===== src/rtl/burst_pkg.sv =====
package burst_pkg;
  localparam int unsigned BEAT_W = 2;
  typedef enum logic {
    ORD_LINEAR     = 1'b0,
    ORD_INTERLEAVE = 1'b1
  } burst_order_e;
endpackage


===== src/rtl/burst_beat_ctr.sv =====
module burst_beat_ctr #(
  parameter int unsigned W = 2
) (
  input  logic         clk_i,
  input  logic         rst_ni,
  input  logic         en_i,
  input  logic         clr_i,
  output logic [W-1:0] beat_o
);
  always_ff @(posedge clk_i or negedge rst_ni) begin
    if (!rst_ni)     beat_o <= '0;
    else if (en_i) begin
      if (clr_i)     beat_o <= '0;
      else           beat_o <= beat_o + W'(1); // wraps mod 2^W
    end
  end
endmodule


===== src/rtl/burst_start_reg.sv =====
module burst_start_reg #(
  parameter int unsigned ADDR_W = 16
) (
  input  logic              clk_i,
  input  logic              rst_ni,
  input  logic              en_i,
  input  logic              load_i,
  input  logic [ADDR_W-1:0] addr_i,
  input  logic              we_i,
  output logic [ADDR_W-1:0] base_o,
  output logic              we_o
);
  always_ff @(posedge clk_i or negedge rst_ni) begin
    if (!rst_ni) begin
      base_o <= '0;
      we_o   <= 1'b0;
    end else if (en_i && load_i) begin
      base_o <= addr_i;
      we_o   <= we_i;
    end
  end
endmodule


===== src/rtl/burst_order_map.sv =====
module burst_order_map
  import burst_pkg::*;
#(
  parameter int unsigned W = BEAT_W
) (
  input  logic [W-1:0] start_i,
  input  logic [W-1:0] beat_i,
  input  burst_order_e ord_i,
  output logic [W-1:0] low_o
);
  logic [W-1:0] lin_w;
  logic [W-1:0] ilv_w;

  assign lin_w = start_i + beat_i;

  for (genvar b = 0; b < W; b++) begin : g_ilv
    assign ilv_w[b] = start_i[b] ^ beat_i[b];
  end

  always_comb begin
    unique case (ord_i)
      ORD_INTERLEAVE: low_o = ilv_w;
      default:        low_o = lin_w;
    endcase
  end
endmodule


===== src/rtl/burst_addr_gen.sv =====
module burst_addr_gen
  import burst_pkg::*;
#(
  parameter int unsigned ADDR_W = 16
) (
  input  logic              clk_i,
  input  logic              rst_ni,
  input  logic              cen_ni,
  input  logic              adv_ld_i,
  input  logic              ord_i,
  input  logic [ADDR_W-1:0] addr_i,
  input  logic              we_i,
  output logic [ADDR_W-1:0] addr_o,
  output logic              we_o
);
  localparam int unsigned UP_W = ADDR_W - BEAT_W;

  logic              qual_w;
  logic              load_w;
  logic [BEAT_W-1:0] beat_q;
  logic [ADDR_W-1:0] base_q;
  logic [BEAT_W-1:0] low_w;
  burst_order_e      ord_w;

  assign qual_w = ~cen_ni;
  assign load_w = ~adv_ld_i;
  assign ord_w  = burst_order_e'(ord_i);

  burst_beat_ctr #(.W(BEAT_W)) u_beat (
    .clk_i  (clk_i),
    .rst_ni (rst_ni),
    .en_i   (qual_w),
    .clr_i  (load_w),
    .beat_o (beat_q)
  );

  burst_start_reg #(.ADDR_W(ADDR_W)) u_start (
    .clk_i  (clk_i),
    .rst_ni (rst_ni),
    .en_i   (qual_w),
    .load_i (load_w),
    .addr_i (addr_i),
    .we_i   (we_i),
    .base_o (base_q),
    .we_o   (we_o)
  );

  burst_order_map #(.W(BEAT_W)) u_map (
    .start_i (base_q[BEAT_W-1:0]),
    .beat_i  (beat_q),
    .ord_i   (ord_w),
    .low_o   (low_w)
  );

  assign addr_o = {base_q[ADDR_W-1 -: UP_W], low_w};
endmodule


===== config.mk =====
export PLATFORM = sky130hd
export DESIGN_NAME = burst_addr_gen
export DESIGN_NICKNAME = d
export VERILOG_FILES = /design/src/rtl/burst_pkg.sv /design/src/rtl/burst_beat_ctr.sv /design/src/rtl/burst_start_reg.sv /design/src/rtl/burst_order_map.sv /design/src/rtl/burst_addr_gen.sv
export SDC_FILE = /design/constraint.sdc
export NUM_CORES = 1
export LEC_CHECK = 0
export BUFFER_PORTS_ARGS = -buffer_cell sky130_fd_sc_hd__buf_2
export CAP_MARGIN = 10
export CORE_AREA = 2 2 59 61
export CTS_CLUSTER_SIZE = 40
export DETAILED_ROUTE_END_ITERATION = 6
export DIE_AREA = 0 0 61 63
export PLACE_DENSITY = 0.56
export SYNTH_ARGS = -nofsm -noshare
export SYNTH_HDL_FRONTEND = slang
export SYNTH_SLANG_ARGS = --single-unit

===== constraint.sdc =====
create_clock -name clk_i -period 1.1 [get_ports clk_i]
set_clock_uncertainty 0.1 [all_clocks]
set_input_delay 0 -clock clk_i [delete_from_list [all_inputs] [get_ports clk_i]]
set_output_delay 0 -clock clk_i [all_outputs]
set_load 0.01 [all_outputs]

======== After elaboration in Yosys (flattened, before gate mapping) ========
Index checks and enable logic that the tools add are counted.
storage, ports and cells
  flip-flop bits (word level) ............. 19
  bits in latches ......................... 0
  RAM bits ................................ 0
  ROM bits ................................ 0
  input bits .............................. 22
  output and inout bits ................... 17
  logic and storage cells ................. 12
  memories kept ........................... 0
operators by class
  add/sub/neg operators ................... 2
  $mul .................................... 0
  div/mod/pow operators ................... 0
  magnitude comparators ................... 0
  equal/unequal tests ..................... 0
  shift operators ......................... 0
  mux-type cells .......................... 2
  bitwise gates (word level) .............. 4
  reductions and logical operators ........ 1
operators with widths
  operator             count
  $mux 2               2
  $add 2x1->2 const B  1
  $add 2x2->2          1
  $not 1->1            2
  $xor 1x1->1          2
  $logic_and 1x1->1    1

======== Logic depth before layout (Yosys ltp) ========
  depth after elaboration ................. 2
  depth in mapped cells ................... 3
  gate-level depth less buffers ........... 3

======== Modules after synthesis ========
From an unflattened synthesis, not the netlist that was laid out.
unflattened totals
  cells, all modules ...................... 49
  area, all modules ....................... 822.0 um2
by module, submodules not included
  module           times used  cells an instance  area an instance (um2)  seq. area each (um2)
  burst_start_reg  1           36                 685.7                   425.4
  burst_beat_ctr   1           7                  92.6                    50.0
  burst_order_map  1           4                  36.3                    0.0
  burst_addr_gen   1           2                  7.5                     0.0

======== Worst setup path after synthesis ========
Ideal clock, no wire load.
  path type ............................... register to output
  from .................................... register u_beat.beat_o[0]
  to ...................................... output port addr_o[1]
  arrival ................................. 936 ps
  required time ........................... 1000 ps
  slack ................................... 64 ps
  stages on the path, launching flop included .. 4
  path buffers ............................ 0
  cells stage by stage .................... dfrtp_1 -> ha_1 -> nor2b_1 -> xnor2_1
on the way
  longest elaborated chain between the ends .. 2
RTL lines
  what                    RTL line               text
  from (decl)             burst_beat_ctr.sv:8    output logic [W-1:0] beat_o
  from (signal assigned)  burst_beat_ctr.sv:14   else beat_o <= beat_o + W'(1);
  $add 2x2->2             burst_order_map.sv:14  assign lin_w = start_i + beat_i;
  $mux 2                  burst_order_map.sv:21  unique case (ord_i)
  to (decl)               burst_addr_gen.sv:13   output logic [ADDR_W-1:0] addr_o,
No other way between the ends.

======== Worst setup path in the final report ========
  from .................................... register u_start.base_o[0]
  to ...................................... output port addr_o[1]
on the way
  longest elaborated chain between the ends .. 2
RTL lines
  what                    RTL line               text
  from (decl)             burst_start_reg.sv:10  output logic [ADDR_W-1:0] base_o,
  from (signal assigned)  burst_start_reg.sv:18  base_o <= addr_i;
  $add 2x2->2             burst_order_map.sv:14
  $mux 2                  burst_order_map.sv:21
No other way between the ends.

==> results.sh <==
export IMPL_status="finished with violations"
export IMPL_violations="negative setup slack"
export IMPL_p_leak_nw=0.635
export IMPL_grt_pass1_vias=689
export IMPL_drive_gt1_frac=0.574
export IMPL_drtIter0Drc=3
export IMPL_io_buffers=38
export IMPL_h_tree_depth=1
export IMPL_min_period_over_period=1.21
export IMPL_total_power_mw=1.73
export IMPL_powerDensity_nw_per_um2=1300
export IMPL_vias=618
export IMPL_ios=39
export IMPL_ant_nets=0
export IMPL_path_cells="ha_2 -> nor2b_4 -> xnor2_1 -> buf_2"
export IMPL_crit_type="register to output pin"
export IMPL_via_per_inst=3.84
export IMPL_clk_pin_slew_ns=0.10
export IMPL_wire_per_inst_um=10.5
export IMPL_ir_worst_vdd_v=0.000607
export IMPL_die_w_um=61
export IMPL_die_area_sq_um=3840
export IMPL_layout_nets=139
export IMPL_final_core_util=0.413
export IMPL_cp_max_fo=2
export IMPL_setup_viol=2
export IMPL_ys_seq_elements=19
export IMPL_synth_avg_cell_area_sq_um=14.6
export IMPL_gp_congestion=0.638
export IMPL_track_usage=0.101
export IMPL_tightest_slew_ns=0.417
export IMPL_rr_worst_depth=2
export IMPL_final_cell_mix="buf_2 (37), dlygate4sd3_1 (21), dfrtp_1 (19), mux2_4 (10), mux2_2 (7)"
export IMPL_overflow=0
export IMPL_dp_hpwl_um=1140
export IMPL_core_area_sq_um=3230
export IMPL_cts_root_buffer="clkbuf_4"
export IMPL_syn_nets=86
export IMPL_worstReg2RegStart="u_start.base_o[0]"
export IMPL_syn_area_sq_um=917
export IMPL_critical_path_arrival_ns=1.23
export IMPL_cpPeakStageDelay_ns=0.39
export IMPL_setup_tns_ns=-0.330
export IMPL_crit_path_end_kind="output pin"
export IMPL_min_path_type="input port to asynchronous set/reset pin"
export IMPL_ys_warnings_count=0
export IMPL_cap_violations=0
export IMPL_syn2layout_area_growth_pct=45.6
export IMPL_syn_inst=63
export IMPL_max_freq_ghz=0.752
export IMPL_timing_final_ws_setup_ns=-0.230
export IMPL_cts_tree="yes"
export IMPL_slew_headroom=0.722
export IMPL_grt_max_degree=20
export IMPL_floorplan_initialDensity=0.284
export IMPL_clock_sinks=19
export IMPL_grt_antenna_before_repair=0
export IMPL_dp_cells=135
export IMPL_layoutNonFillerInstCount=161
export IMPL_regToRegSetupSlack_ns=0.11
export IMPL_routed_wirelength_um=1700
export IMPL_slowest_stage="dfrtp_1"
export IMPL_die_y_um=63
export IMPL_post_route_min_period_ns=1.33
export IMPL_r2r_end="u_start.base_o[0]"
export IMPL_grt_first_pass_wirelength_um=2920
export IMPL_clock_latency_ns=0.29
export IMPL_final_hold_violation_count=0
export IMPL_drcViolationCount=0
export IMPL_place_ws_ns=0.0529
export IMPL_final_area_sq_um=1340
export IMPL_place_area_sq_um=1070
export IMPL_cts_buffer_depth=2
export IMPL_critPathRequiredTime_ns=1.00
export IMPL_diodes=0
export IMPL_synth_seq_area_share=0.518
export IMPL_yosysUniqueCellTypes=14
export IMPL_cts_buffers_inserted=3
export IMPL_final_common_cell="buf_2"
export IMPL_start_kind="register"
export IMPL_slew_violations=0
export IMPL_finalHoldWorstSlack_ns=0.0573
export IMPL_row_count=21
export IMPL_rsz0062_at_grt="true"
export IMPL_firstDrtPassIters=3
-- cells in the mapped netlist, drive strengths merged --
cell | instances | area (sq um)
buf | 15 | 125
dfrtp | 19 | 475
ha | 1 | 12.5
mux2 | 17 | 229
nand2 | 3 | 11.3
nand2b | 1 | 6.26
nor2 | 1 | 11.3
nor2b | 1 | 6.26
o21ai | 1 | 5.00
o221ai | 1 | 8.76
or2b | 1 | 8.76
xnor2 | 2 | 17.5
-- metal layers --
| metal | global-route usage | wire, um | up-vias |
|---|---|---|---|
| met5 | 0 | 0 | - |
| li1 | - | - | 302 |
| met1 | 0.123 | 758 | 290 |
| met3 | 0.0207 | 96 | 2 |
| met2 | 0.168 | 832 | 24 |
| met4 | 0.0408 | 8 | 0 |
-- state kept, by name, summed over array words and instances, names as in the netlist --
register        cells
u_start.base_o     16
u_beat.beat_o       2
u_start.we_o        1
-- worst max-delay path by stage --
| stage | from | endpoint | slack [ns] | cells after the start |
|---|---|---|---|---|
| 2_1_floorplan | u_beat.beat_o[0] | addr_o[1] | 0.06 | 3 |
| 3_3_place_gp | u_beat.beat_o[0] | addr_o[1] | 0.08 | 4 |
| 3_5_place_dp | u_beat.beat_o[0] | addr_o[1] | 0.05 | 4 |
| 4_1_cts | u_start.base_o[0] | addr_o[1] | -0.27 | 4 |
| 5_1_grt | u_beat.beat_o[0] | addr_o[1] | -0.32 | 4 |
| 6_report | u_start.base_o[0] | addr_o[1] | -0.23 | 4 |
-- repair_timing --
action | 4_1_cts | 5_1_grt
hold endpoints to repair | 38 | 1
hold buffers | 20 | 1
endpoints found under the setup margin | 2 | 3
buffers inserted | 1 | 0
resized for setup | 4 | 1
pin swaps | 2 | 1
-- layout make-up --
cell class / instances / area, sq um
Fill cell: 328 / 1900
Sequential cell: 19 / 475
Timing Repair Buffer: 63 / 449
Multi-Input combinational cell: 29 / 327
Tap cell: 46 / 57.6
Clock buffer: 4 / 26.3
-- power breakdown --
part           internal, mW  total, mW  switching (mW)
Clock                 0.141      0.345           0.204
Combinational         0.327      0.525           0.197
Sequential            0.803      0.863          0.0603
Total                  1.27       1.73           0.462
-- cell families after synthesis --
| kind of cell | count (synthesis) | share of synthesized area |
|---|---|---|
| flops | 19 | 0.518 |
| mux | 17 | 0.250 |
| xor+xnor | 2 | 0.0191 |
| buf+inv | 15 | 0.136 |
| fa+ha+maj | 1 | 0.0136 |
| compound gates | 2 | 0.0150 |
| simple gates | 7 | 0.0478 |
-- critical path: cells and delay by family (launching register included) --
kind / cells / cell delay (ns)
buffers and inverters: 1 / 0.14
AND/OR/NAND/NOR: 1 / 0.12
flip-flops: 1 / 0.39
XOR/XNOR: 1 / 0.11
adder cells (fa/ha/maj): 1 / 0.18
Power figures use the tool's default switching activity.
